==> src/rtl/mrft_pkg.sv <==
package mrft_pkg;
  localparam int unsigned IDX_RATE     = 0;
  localparam int unsigned IDX_LEN_LO   = 1;
  localparam int unsigned IDX_LEN_HI   = 2;
  localparam int unsigned IDX_HDR_STAT = 16;
  localparam int unsigned N_STAT       = 3;
  localparam int unsigned CODE_W       = 5;

  // index of the first trailing status byte for a given length
  function automatic int unsigned stat_first(input int unsigned len);
    return IDX_HDR_STAT + 1 + len;
  endfunction

  // index of the final (error code) status byte
  function automatic int unsigned stat_last(input int unsigned len);
    return stat_first(len) + N_STAT - 1;
  endfunction
endpackage

==> src/rtl/rxt_byte_counter.sv <==
module rxt_byte_counter #(
  parameter int LEN_W = 12,
  parameter int CNT_W = 14
) (
  input  logic             clk,
  input  logic             rst_n,
  input  logic             data_en,
  input  logic             frame_end,
  input  logic             abort_q,
  input  logic [LEN_W-1:0] len_q,
  output logic             accept,
  output logic             in_frame,
  output logic [CNT_W-1:0] cur_idx
);
  import mrft_pkg::*;

  logic [CNT_W-1:0] idx_q;

  assign accept  = data_en;
  assign cur_idx = in_frame ? idx_q : '0;

  always_ff @(posedge clk) begin
    if (!rst_n) begin
      in_frame <= 1'b0;
      idx_q    <= '0;
    end else if (frame_end) begin
      in_frame <= 1'b0;
      idx_q    <= '0;
    end else if (accept) begin
      in_frame <= 1'b1;
      idx_q    <= cur_idx + 1'b1;
    end
  end

  AST_IDX_BOUND: assert property (@(posedge clk) disable iff (!rst_n)
    (in_frame && !abort_q) |-> (idx_q <= CNT_W'(stat_last(32'(len_q))))) else $error("idx past status");
endmodule

==> src/rtl/rxt_abort_ctl.sv <==
module rxt_abort_ctl #(
  parameter int QUIET_CYC = 4
) (
  input  logic clk,
  input  logic rst_n,
  input  logic in_frame,
  input  logic normal_end,
  input  logic rx_en,
  input  logic phy_active,
  input  logic data_en,
  output logic abort_q,
  output logic abort_done
);
  localparam int QW = $clog2(QUIET_CYC + 1);

  logic          quiet;
  logic [QW-1:0] qcnt;

  assign quiet      = !phy_active && !data_en;
  assign abort_done = abort_q && quiet && (qcnt == QW'(QUIET_CYC - 1));

  always_ff @(posedge clk) begin
    if (!rst_n) begin
      abort_q <= 1'b0;
      qcnt    <= '0;
    end else if (abort_done) begin
      abort_q <= 1'b0;
      qcnt    <= '0;
    end else begin
      if (in_frame && !rx_en && !normal_end) abort_q <= 1'b1;
      if (abort_q) qcnt <= quiet ? qcnt + 1'b1 : '0;
    end
  end

  AST_ABORT_IN_FRAME: assert property (@(posedge clk) disable iff (!rst_n)
    abort_q |-> in_frame) else $error("abort outside frame");
endmodule

==> src/rtl/rxt_field_capture.sv <==
module rxt_field_capture #(
  parameter int LEN_W = 12,
  parameter int CNT_W = 14
) (
  input  logic                          clk,
  input  logic                          rst_n,
  input  logic                          accept,
  input  logic [CNT_W-1:0]              cur_idx,
  input  logic [7:0]                    data,
  input  logic                          abort_q,
  input  logic                          abort_done,
  output logic                          normal_end,
  output logic [LEN_W-1:0]              len_q,
  output logic [mrft_pkg::CODE_W-1:0]   rate_q,
  output logic [mrft_pkg::CODE_W-1:0]   hdr_err_q,
  output logic                          pay_stb_q,
  output logic [7:0]                    pay_data_q,
  output logic [7:0]                    rssi_q,
  output logic [7:0]                    lqi_q,
  output logic [mrft_pkg::CODE_W-1:0]   rx_err_q,
  output logic                          done_q,
  output logic                          aborted_q
);
  import mrft_pkg::*;

  localparam int HI_W = LEN_W - 8;

  logic [CNT_W-1:0] base_idx;
  logic             counted;
  logic             is_pay;
  logic [7:0]       sb [N_STAT];

  assign base_idx   = CNT_W'(stat_first(32'(len_q)));
  assign counted    = accept && !abort_q;
  assign is_pay     = counted && (cur_idx > CNT_W'(IDX_HDR_STAT)) && (cur_idx < base_idx);
  assign normal_end = counted && (cur_idx == base_idx + CNT_W'(N_STAT - 1));

  // history of the most recent bytes, sb[0] newest
  always_ff @(posedge clk) begin
    if (!rst_n) sb[0] <= '0;
    else if (accept) sb[0] <= data;
  end
  for (genvar g = 1; g < N_STAT; g++) begin : g_hist
    always_ff @(posedge clk) begin
      if (!rst_n) sb[g] <= '0;
      else if (accept) sb[g] <= sb[g-1];
    end
  end

  always_ff @(posedge clk) begin
    if (!rst_n) begin
      len_q      <= '0;
      rate_q     <= '0;
      hdr_err_q  <= '0;
      pay_stb_q  <= 1'b0;
      pay_data_q <= '0;
      rssi_q     <= '0;
      lqi_q      <= '0;
      rx_err_q   <= '0;
      done_q     <= 1'b0;
      aborted_q  <= 1'b0;
    end else begin
      pay_stb_q <= is_pay;
      done_q    <= normal_end || abort_done;
      if (is_pay) pay_data_q <= data;
      if (accept) begin
        if (cur_idx == CNT_W'(IDX_RATE))     rate_q            <= data[CODE_W-1:0];
        if (cur_idx == CNT_W'(IDX_LEN_LO))   len_q[7:0]        <= data;
        if (cur_idx == CNT_W'(IDX_LEN_HI))   len_q[LEN_W-1:8]  <= data[HI_W-1:0];
        if (cur_idx == CNT_W'(IDX_HDR_STAT)) hdr_err_q         <= data[CODE_W-1:0];
      end
      if (counted && cur_idx == base_idx)              rssi_q <= data;
      if (counted && cur_idx == base_idx + 1'b1)       lqi_q  <= data;
      if (normal_end) begin
        rx_err_q  <= data[CODE_W-1:0];
        aborted_q <= 1'b0;
      end
      if (abort_done) begin
        rssi_q    <= sb[2];
        lqi_q     <= sb[1];
        rx_err_q  <= sb[0][CODE_W-1:0];
        aborted_q <= 1'b1;
      end
    end
  end

  AST_DONE_PULSE: assert property (@(posedge clk) disable iff (!rst_n)
    done_q |=> !done_q) else $error("done longer than one cycle");
endmodule

==> src/rtl/mac_rx_frame_tracker.sv <==
module mac_rx_frame_tracker #(
  parameter int LEN_W     = 12,
  parameter int QUIET_CYC = 4
) (
  input  logic             clk,
  input  logic             rst_n,
  input  logic             rx_en,
  input  logic             phy_active,
  input  logic             data_en,
  input  logic [7:0]       data,
  output logic [LEN_W-1:0] frm_len,
  output logic [4:0]       frm_rate,
  output logic [4:0]       hdr_err,
  output logic             pay_stb,
  output logic [7:0]       pay_data,
  output logic [7:0]       rssi,
  output logic [7:0]       lqi,
  output logic [4:0]       rx_err,
  output logic             frm_done,
  output logic             frm_aborted
);
  localparam int CNT_W = LEN_W + 2;

  // named internal events
  logic             accept;
  logic             in_frame;
  logic [CNT_W-1:0] cur_idx;
  logic             normal_end;
  logic             abort_q;
  logic             abort_done;
  logic             frame_end;

  assign frame_end = normal_end || abort_done;

  rxt_byte_counter #(.LEN_W(LEN_W), .CNT_W(CNT_W)) u_cnt (
    .clk(clk), .rst_n(rst_n), .data_en(data_en), .frame_end(frame_end),
    .abort_q(abort_q), .len_q(frm_len), .accept(accept),
    .in_frame(in_frame), .cur_idx(cur_idx)
  );

  rxt_abort_ctl #(.QUIET_CYC(QUIET_CYC)) u_abort (
    .clk(clk), .rst_n(rst_n), .in_frame(in_frame), .normal_end(normal_end),
    .rx_en(rx_en), .phy_active(phy_active), .data_en(data_en),
    .abort_q(abort_q), .abort_done(abort_done)
  );

  rxt_field_capture #(.LEN_W(LEN_W), .CNT_W(CNT_W)) u_cap (
    .clk(clk), .rst_n(rst_n), .accept(accept), .cur_idx(cur_idx), .data(data),
    .abort_q(abort_q), .abort_done(abort_done), .normal_end(normal_end),
    .len_q(frm_len), .rate_q(frm_rate), .hdr_err_q(hdr_err),
    .pay_stb_q(pay_stb), .pay_data_q(pay_data), .rssi_q(rssi), .lqi_q(lqi),
    .rx_err_q(rx_err), .done_q(frm_done), .aborted_q(frm_aborted)
  );

  AST_DONE_ENDS_FRAME: assert property (@(posedge clk) disable iff (!rst_n)
    frm_done |-> !in_frame) else $error("done while in frame");
  AST_ZERO_LEN_NO_PAY: assert property (@(posedge clk) disable iff (!rst_n)
    pay_stb |-> (frm_len != '0)) else $error("strobe on zero length");
  AST_ABORT_DONE_QUIET: assert property (@(posedge clk) disable iff (!rst_n)
    (frm_done && frm_aborted) |-> $past(!phy_active && !data_en)) else $error("abort done not quiet");
endmodule

==> config.mk <==
export PLATFORM = sky130hd
export DESIGN_NAME = mac_rx_frame_tracker
export DESIGN_NICKNAME = d
export VERILOG_FILES = /design/src/rtl/mrft_pkg.sv /design/src/rtl/rxt_byte_counter.sv /design/src/rtl/rxt_abort_ctl.sv /design/src/rtl/rxt_field_capture.sv /design/src/rtl/mac_rx_frame_tracker.sv
export SDC_FILE = /design/constraint.sdc
export NUM_CORES = 1
export LEC_CHECK = 0
export ABC_AREA = 1
export ABC_CLOCK_PERIOD_IN_PS = 3650
export BUFFER_PORTS_ARGS = -buffer_cell sky130_fd_sc_hd__buf_4
export CAP_MARGIN = 15
export CORE_UTILIZATION = 40
export CTS_BUF_LIST = sky130_fd_sc_hd__clkbuf_8 sky130_fd_sc_hd__clkbuf_16
export DETAILED_ROUTE_END_ITERATION = 10
export PLACE_DENSITY_LB_ADDON = 0.15
export SYNTH_ARGS = -nofsm -noshare
export SYNTH_HDL_FRONTEND = slang
export SYNTH_SLANG_ARGS = --single-unit
==> constraint.sdc <==
create_clock -name clk -period 3.65 [get_ports clk]
set_clock_uncertainty 0.1 [all_clocks]
set_input_delay 0.365 -clock clk [delete_from_list [all_inputs] [get_ports clk]]
set_output_delay 0.365 -clock clk [all_outputs]
set_load 0.05 [all_outputs]
==> flow_summary_export.csv <==
group,metric,value,unit
hold_path,min_path_cells,4,
setup_path,crit_type,"flip-flop to flip-flop",
synth,ys_ff_latch,97,
placement,place.port_buffers,66,
synth,syn-cell-area,5590,um^2
floorplan,dieHeight,120,um
cts,clkLatencyLatePin,0.34,ns
timing,period_minus_slack,3.24,ns
drt,wl_per_cell,15.2,um
drt,first_pass_iters,5,
cts,postCtsHoldBufs,0,
synth,synthArstFlopShare,0,%
floorplan,boundaryPins,67,
final_layout,final_cells,1013,
cts,cts_buffer_depth,2,
synth,synth.avg_cell_area,7.29,um^2
placement,pre_cts_ws,0.311,ns
drt,postRouteWirelength,15400,um
synth,synth_nets,802,
drt,drt_iter0_markers,387,
cts,cts_tree,"done",
drt,route.met2.wl,6720,um
placement,gp_congestion,0.907,
floorplan,fp-row-count,42,
final_layout,area_growth,17.7,%
final_layout,drive_gt1_share,17.3,%
cts,postCtsSetupBuffers,0,
setup_path,cp_max_fo,16,
synth,ys_seq_area_share,39.0,%
synth,synth_edf_count,24,
hold_path,worstHoldStart,"phy_active",
hold_path,hp-class,"primary input to flip-flop",
timing,finalSetupTns,0,ns
cts,ctsResizeCount,0,
grt,gr-total-overflow,0,
grt,antenna_found_initial,0,
timing,setup_violations,0,
timing,rsz0062_at_grt,"false",
setup_path,r2r_cells,17,
timing,setup_ws,0.415,ns
run,cap_viol_max_count,0,
synth,synthFlopType,"dfxtp_1",
setup_path,start_kind,"flip-flop",
floorplan,die_area,14400,um^2
timing,hold_viol,0,
synth,synth.distinct_cells,38,
power,p_per_area,360,nW/um^2
synth,synth_top_area_share,26.1,%
placement,place_inst,997,
grt,grt.total_usage,21.7,%
setup_path,critical_path_required,3.82,ns
setup_path,setup.worst_path.end_class,"flip-flop",
drt,antenna_left,0,
floorplan,start_util,41.5,%
grt,grt_max_degree,40,
drt,vias_per_cell,5.13,
timing,relSlewSlack,33.4,%
outcome,status,"completed",
power,power_leakage,3.01,nW
cts,cts_max_level,3,
grt,grt_pass1_wl,24200,um
final_layout,n_antenna_cell,0,
hold_path,whs_endpoint,"u_abort.qcnt[1]",
drt,wl_met1,7440,um
setup_path,r2r_start,"u_cap.len_q[1]",
setup_path,reg2reg_to,"u_cap.pay_data_q[3]",
power,vdd_drop_max,0.252,mV
timing,fin_crit_sh,88.6,%
timing,tightest_slew,0.997,ns
placement,dp_hpwl,12100,um
timing,drv_slew,0,
synth,yosys.area.top_type,"dfxtp_1",
cts,cts_buffers,9,
cts,cts_root_buffer,"clkbuf_16",
drt,dr.max_layer_used,"met4",
drt,vias,5197,
floorplan,die_width,120,um
setup_path,reg2reg_setup_slack,0.41,ns
drt,drc,0,
grt,grt_pass1_vias,4712,
cts,clock_sinks,97,
floorplan,core_area,13500,um^2
synth,yosys_warnings,0,
timing,fmax,309,MHz
final_layout,nNetsFinal,867,
synth,synth_area_leaders,"dfxtp_1 26%, edfxtp_1 13%, nand2_1 12%",
drt,dr_wl_met3,921,um
synth,synthCells,767,
setup_path,crit_arrival,3.41,ns
cts,clk_pin_slew_worst_paths,0.06,ns
metrics by stage:
stage                     power, mW  area (um^2)  util [%]  hold WS (ns)
after floorplan                1.32         5590         -         0.341
after global placement         1.38         6250      46.5         0.352
after detailed placement       1.38         6250      46.5         0.358
after CTS                      2.39         6570      48.9         0.207
after global routing           2.46         6580      48.9         0.242
final                          2.36         6580      48.9         0.222
worst max-delay path: stages (launching register included):
cell	delay (ns)
dfxtp_1	0.50
ha_1	0.30
nand3_2	0.11
nand2_4	0.14
nand2_1	0.13
inv_1	0.17
ha_1	0.26
nand2_1	0.06
inv_1	0.04
nand3_1	0.06
inv_1	0.05
o21ai_0	0.07
nand3_1	0.10
a221oi_1	0.34
nand2_1	0.23
clkinvlp_4	0.26
o21ai_0	0.12
a21oi_1	0.13
sequential cells by signal, summed over array words and instances (netlist names):
register and count:
u_cap.lqi_q 8, u_cap.hdr_err_q 5, u_cap.sb 24, u_cap.len_q 12
u_cap.pay_data_q 8, u_cap.done_q 1, u_cap.rx_err_q 5, u_cnt.idx_q 14
u_cap.rssi_q 8, u_cap.rate_q 5, u_abort.abort_q 1, u_cap.aborted_q 1
u_cap.pay_stb_q 1, u_abort.qcnt 3, u_cnt.in_frame 1
synth_stat cells, types with 6 or more instances:
library cell / instances
clkbuf_1: 11
a22oi_1: 9
nor2_1: 61
nand2_2: 9
edfxtp_1: 24
nand2_4: 6
inv_1: 98
xor2_1: 9
nor2_2: 17
o21ai_0: 49
nor3_1: 10
nand4_1: 9
ha_1: 22
xnor2_1: 7
nand2_1: 183
dfxtp_1: 73
a21oi_1: 58
nand3_2: 6
nor2_4: 9
nand3_1: 65
final cells by class:
class / instances / area (um^2)
multi-input combinational: 548 / 2930
sequential: 97 / 2180
fill: 1427 / 6880
timing repair buffer: 70 / 526
clock inverter: 7 / 93.8
clock buffer: 9 / 225
tap: 176 / 220
inverter: 106 / 403
how the worst max path moves through the flow:
stage | startpoint | endpoint | slack, ns | cells past startpoint
2_1_floorplan | u_cap.len_q[0] | u_cap.lqi_q[0] | 0.62 | 22
4_1_cts | u_cap.len_q[1] | u_cap.pay_data_q[2] | 0.31 | 17
5_1_grt | u_cap.len_q[1] | u_cap.pay_data_q[3] | 0.11 | 17
6_report | u_cap.len_q[1] | u_cap.pay_data_q[3] | 0.41 | 17
3_5_place_dp | u_cap.len_q[1] | u_cap.pay_data_q[7] | 0.31 | 17
3_3_place_gp | u_cap.len_q[1] | u_cap.pay_data_q[4] | 0.29 | 17
power by group:
part	switching [mW]	leakage (nW)	internal (mW)
clock network	0.403	0.153	0.600
registers	0.0184	0.855	1.13
logic	0.153	2.01	0.0582
total	0.575	3.01	1.79
placed cells by master, fill, tap and decap left out, drive strengths merged:
cell type / count
nand2: 198
inv: 101
nor2: 87
dfxtp: 73
nand3: 73
buf: 70
a21oi: 59
o21ai: 51
edfxtp: 24
ha: 22
nor3: 12
nand4: 10
xor2: 9
a22oi: 9
clkbuf: 9
clkinv: 8
xnor2: 7
nor4: 4
o22ai: 2
clkinvlp: 2
bufinv: 2
nand3b: 1
a221oi: 1
o31ai: 1
a31o: 1
or2: 1
layer usage:
layer,GRT usage [%],vias to the layer above
li1,-,2626
met1,30.8,2380
met2,32.5,170
met3,3.77,21
met4,8.36,0
met5,0,-
kinds of logic after synthesis:
| group | count (synthesis) | synth area share, % |
|---|---|---|
| fa+ha+maj | 22 | 4.92 |
| compound gates | 124 | 11.8 |
| flops | 97 | 39.0 |
| xor+xnor | 16 | 2.51 |
| simple gates | 386 | 33.1 |
| buf+inv | 122 | 8.60 |
Power figures use the tool's default switching activity.
